File: src/rtl/order_det_pkg.sv
package order_det_pkg;
  localparam int IN_W    = 2;
  localparam int STATE_W = 2;

  typedef enum logic [STATE_W-1:0] {
    ST_IDLE = 2'b00,
    ST_REST = 2'b10,
    ST_BOTH = 2'b01,
    ST_HOLD = 2'b11
  } flow_st_e;

  localparam logic [IN_W-1:0] IN_NONE = 2'b00;
  localparam logic [IN_W-1:0] IN_YONLY = 2'b01;
  localparam logic [IN_W-1:0] IN_ALL  = 2'b11;

  function automatic logic st_result(input flow_st_e st);
    return (st == ST_BOTH) || (st == ST_HOLD);
  endfunction
endpackage

File: src/rtl/od_rst_sync.sv
module od_rst_sync #(
  parameter int STAGES = 2
) (
  input  logic clk,
  input  logic rst_n,
  output logic rst_sync_n
);
  logic [STAGES-1:0] chain_q;

  always_ff @(posedge clk or negedge rst_n) begin
    if (!rst_n) chain_q <= '0;
    else        chain_q <= {chain_q[STAGES-2:0], 1'b1};
  end

  assign rst_sync_n = chain_q[STAGES-1];
endmodule

File: src/rtl/od_sampler.sv
module od_sampler #(
  parameter int IN_W = 2
) (
  input  logic            clk,
  input  logic            rst_n,
  input  logic [IN_W-1:0] smp_i,
  output logic [IN_W-1:0] prev_o,
  output logic            one_chg_o,
  output logic            multi_chg_o
);
  logic [IN_W-1:0] prev_q;
  logic [IN_W-1:0] diff;

  always_ff @(posedge clk or negedge rst_n) begin
    if (!rst_n) prev_q <= '0;
    else        prev_q <= smp_i;
  end

  assign diff        = smp_i ^ prev_q;
  assign one_chg_o   = ($countones(diff) == 1);
  assign multi_chg_o = ($countones(diff) > 1);
  assign prev_o      = prev_q;
endmodule

File: src/rtl/od_flow_next.sv
module od_flow_next
  import order_det_pkg::*;
(
  input  flow_st_e        cur_st,
  input  logic [IN_W-1:0] prev_in,
  input  logic [IN_W-1:0] now_in,
  output flow_st_e        nxt_st
);
  always_comb begin
    nxt_st = cur_st;
    case (cur_st)
      ST_IDLE: begin
        if (now_in == IN_ALL)       nxt_st = ST_BOTH;
        else if (now_in == IN_NONE) nxt_st = ST_REST;
      end
      ST_REST: nxt_st = ST_IDLE;
      ST_BOTH: begin
        if (now_in == IN_ALL)                              nxt_st = ST_BOTH;
        else if (now_in == IN_YONLY && prev_in == IN_ALL)  nxt_st = ST_IDLE;
        else                                               nxt_st = ST_HOLD;
      end
      ST_HOLD: begin
        if (now_in == IN_ALL) nxt_st = ST_BOTH;
      end
      default: nxt_st = ST_IDLE;
    endcase
  end
endmodule

File: src/rtl/order_det.sv
module order_det
  import order_det_pkg::*;
#(
  parameter int SYNC_STAGES = 2
) (
  input  logic               clk,
  input  logic               rst_n,
  input  logic               sig_x,
  input  logic               sig_y,
  output logic               seen,
  output logic [STATE_W-1:0] phase,
  output logic               clash
);
  logic            rst_sync_n;
  logic [IN_W-1:0] now_in;
  logic [IN_W-1:0] prev_in;
  logic            step_en;
  logic            multi;
  flow_st_e        state_q;
  flow_st_e        state_d;
  logic            clash_q;

  assign now_in = {sig_x, sig_y};

  od_rst_sync #(.STAGES(SYNC_STAGES)) u_rst (
    .clk(clk), .rst_n(rst_n), .rst_sync_n(rst_sync_n)
  );

  od_sampler #(.IN_W(IN_W)) u_smp (
    .clk(clk), .rst_n(rst_sync_n), .smp_i(now_in),
    .prev_o(prev_in), .one_chg_o(step_en), .multi_chg_o(multi)
  );

  od_flow_next u_nxt (
    .cur_st(state_q), .prev_in(prev_in), .now_in(now_in), .nxt_st(state_d)
  );

  always_ff @(posedge clk or negedge rst_sync_n) begin
    if (!rst_sync_n)  state_q <= ST_IDLE;
    else if (step_en) state_q <= state_d;
  end

  always_ff @(posedge clk or negedge rst_sync_n) begin
    if (!rst_sync_n) clash_q <= 1'b0;
    else             clash_q <= multi;
  end

  assign seen  = st_result(state_q);
  assign phase = state_q;
  assign clash = clash_q;
endmodule

File: config.mk
export PLATFORM = sky130hd
export DESIGN_NAME = order_det
export DESIGN_NICKNAME = d
export VERILOG_FILES = /design/src/rtl/order_det_pkg.sv /design/src/rtl/od_rst_sync.sv /design/src/rtl/od_sampler.sv /design/src/rtl/od_flow_next.sv /design/src/rtl/order_det.sv
export SDC_FILE = /design/constraint.sdc
export NUM_CORES = 1
export LEC_CHECK = 0
export BUFFER_PORTS_ARGS = -buffer_cell sky130_fd_sc_hd__buf_2
export CORE_AREA = 2 2 39 41
export CTS_CLUSTER_DIAMETER = 200
export CTS_CLUSTER_SIZE = 25
export DETAILED_ROUTE_END_ITERATION = 8
export DIE_AREA = 0 0 41 43
export PLACE_DENSITY = 0.4
export SLEW_MARGIN = 0
export SYNTH_ARGS = -nofsm -noshare
export SYNTH_HDL_FRONTEND = slang
export SYNTH_SLANG_ARGS = --single-unit
File: constraint.sdc
create_clock -name clk -period 0.8 [get_ports clk]
set_input_delay 0.2 -clock clk [delete_from_list [all_inputs] [get_ports clk]]
set_output_delay 0.2 -clock clk [all_outputs]
set_load 0.02 [all_outputs]
==> run metrics <==
final non-filler cell total=56; I/O Pins=8; setup ws final=-0.537 ns; top cell family by delay on the critical path=flip-flops; Avg WL per Cell=10.2 um; GP Congestion=0.760; Crit-path slowest cell=dfrtp_1; GR Util All Layers=8.93%; Synth Register Bits=7; vias per inst=3.96; final instance area=508 um2; remaining global-route overflow=0; setup violators final=7; hpwl dp=377 um; post-synth cell types=15; final net count=46; row count=14; Startpoint Class=register; CP Capture Type=register; Syn. warnings=0; Crit Path Max Fanout=5; CP Class=reg -> reg; NetSw=0.488 mW; clk_lat worst skew=0.24 ns; worst vdd ir=1.03 mV; total number of H-tree levels=1; routed wire length=573 um; status=finished, violations left; fmax=748 MHz; Final Max Slew Viols=0; Mapped Area=280 um2; Fill cells=130; die height=43 um; utilization of the core after routing=36.7%; register area share after synthesis=62.5%; first-pass GRT wire length=1.01 mm; combinational fraction of design power=48.9%; Synth Net Count=27; total number of vias=222; Clk pwr share=20.0%; Post-Syn Instances=22; first-pass iteration count of the detailed router=1; Syn-to-layout area delta=81.2%; min Tclk post-route=1.34 ns; Arrival @ worst endpoint=1.47 ns; Int Pwr=1.04 mW; Period Utilization, post-route=167%; core footprint=1380 um2; ratio of cells with drive above 1 in the final layout=67.5%; Leak=0.239 nW; CTS Sinks=7; pre-CTS WS=-0.607 ns; critical-path cell list=xor2_2 > ha_4 > nand4_1 > a32o_2; Die Width=41 um; placed cell area=384 um2; Synth area leader=dfrtp_1; CP Buf/Inv Count=0; Clock Skew=0.00160 ns; antenna diode count=0; register-to-register setup slack=-0.54 ns; max-cap viol count=0; cell count after placement=50; synth top area cells=dfrtp_1 (63%), xor2_1 (6.3%), ha_1 (4.5%); failing checks=setup timing; Initial Utilization=20.3%; CTS tree=built; Power Density=3010 nW/um2; Fin. Hold Viols=0; RSZ-0062 raised after global routing=true; Sw Ratio=31.9%; sequential power share=31.1%; largest net degree at the start of global routing=6; initial detailed-routing violation count=0; vias in the first global route=236; Max stage delay on crit path=0.40 ns; top-area cell type share of the netlist area=62.5%; Reg clk slew, reported paths=0.05 ns; Worst EP required=0.93 ns; initial antenna violation count=0; Mean Syn Cell Area=12.7 um2; CTS max path bufs=2; drt drc=0; Final Total Pwr=1.53 mW; post-route ant nets=0; die area=1760 um2; TritonCTS Buffers=3; PortBufs=7; CTS Root Cell=clkbuf_4; hold crit path type=reg -> async
==> state kept, by name (all words and copies together) (netlist names) <==
signal and flops:
u_smp.prev_o 2, phase 2, clash 1, u_rst.chain_q 2
==> cells in the mapped netlist <==
master,number
nand2_1,1
xor2_1,2
dfrtp_1,7
and2b_2,1
nor4b_1,1
conb_1,1
a21oi_1,1
nand4_1,1
a32o_1,1
inv_1,1
a21o_1,1
a211o_1,1
clkbuf_1,1
ha_1,1
o21ai_0,1
==> layout make-up <==
cell class                 instances  area (um2)  area share [%]
inverter                           1        3.75           0.739
timing repair buffer              15         130            25.6
sequential                         7         176            34.7
multi-input combinational         13         151            29.8
clock buffer                       4        26.3            5.17
tap                               16        20.0            3.94
==> final timing paths <==
check                                            from                    endpoint  cells after the start
min in group clk                                sig_y   u_smp.prev_o[0]$_DFF_PN0_                      2
min                        u_rst.chain_q[1]$_DFF_PN0_   u_smp.prev_o[1]$_DFF_PN0_                      0
max in group asynchronous                       rst_n  u_rst.chain_q[0]$_DFF_PN0_                      2
max reg2reg                 u_smp.prev_o[0]$_DFF_PN0_        phase[0]$_DFFE_PN0P_                      4
max                         u_smp.prev_o[0]$_DFF_PN0_        phase[0]$_DFFE_PN0P_                      4
min reg2reg                u_rst.chain_q[1]$_DFF_PN0_   u_smp.prev_o[1]$_DFF_PN0_                      0
==> cells by family (layout without fill, tap and decap cells) <==
family          Yosys count  after routing  share of synthesized area [%]
simple gates              4              4                           9.82
xor+xnor                  2              2                           6.25
flops                     7              7                           62.5
buf+inv                   2             20                           2.68
fa+ha+maj                 1              1                           4.46
other cells               1              1                           1.34
compound gates            5              5                           12.9
==> through the flow <==
step                TNS, ns  hold slack [ns]
floorplan             -1.05          -0.0956
global placement      -1.36          -0.0154
detailed placement    -1.37          -0.0130
CTS                   -2.18           0.0851
global route          -2.37           0.0999
finish                -2.10           0.0893
==> layer usage <==
layer  share of wire [%]  vias up  track usage, %
li1                    -      109               -
met1                  38      107            11.7
met2                  56        6            10.9
met3                 5.9        0            7.85
met4                   0        0            2.00
met5                   0        -               0
==> power by group through the flow <==
stage          Clock (mW)  Combinational [mW]  Sequential [mW]
6_report            0.307               0.748            0.475
2_1_floorplan           0               0.183            0.564
3_5_place_dp            0               0.454            0.483
4_1_cts             0.328               0.672            0.473
5_1_grt             0.350               0.804            0.480
3_3_place_gp            0               0.456            0.478
==> worst reg2reg max path: stages, from the launching register on <==
cell and delay [ns]:
dfrtp_1 0.40, xor2_2 0.20, ha_4 0.31, nand4_1 0.09, a32o_2 0.23
==> what timing repair did <==
action,4_1_cts,5_1_grt
cloned,0,0
setup endpoints to repair,7,7
endpoints found under the hold margin,2,0
pin swaps,2,5
gates resized for setup,12,8
hold buffers,1,0
buffers inserted,1,0
==> cell usage in the layout (no fill, tap or decap) <==
| cell type | instances |
|---|---|
| dfrtp_1 | 6 |
| clkbuf_1 | 1 |
| buf_6 | 6 |
| o21ai_2 | 1 |
| inv_1 | 1 |
| buf_4 | 5 |
| buf_2 | 3 |
| a32o_2 | 1 |
| clkbuf_4 | 3 |
| conb_1 | 1 |
| a211o_1 | 1 |
| xor2_2 | 2 |
| ha_4 | 1 |
| nand4_1 | 1 |
| and2b_2 | 1 |
| a21o_1 | 1 |
| a21oi_2 | 1 |
| dfrtp_2 | 1 |
| nor4b_4 | 1 |
| nand2_2 | 1 |
| dlygate4sd3_1 | 1 |
Note: power is estimated with default switching activity, not from simulation.
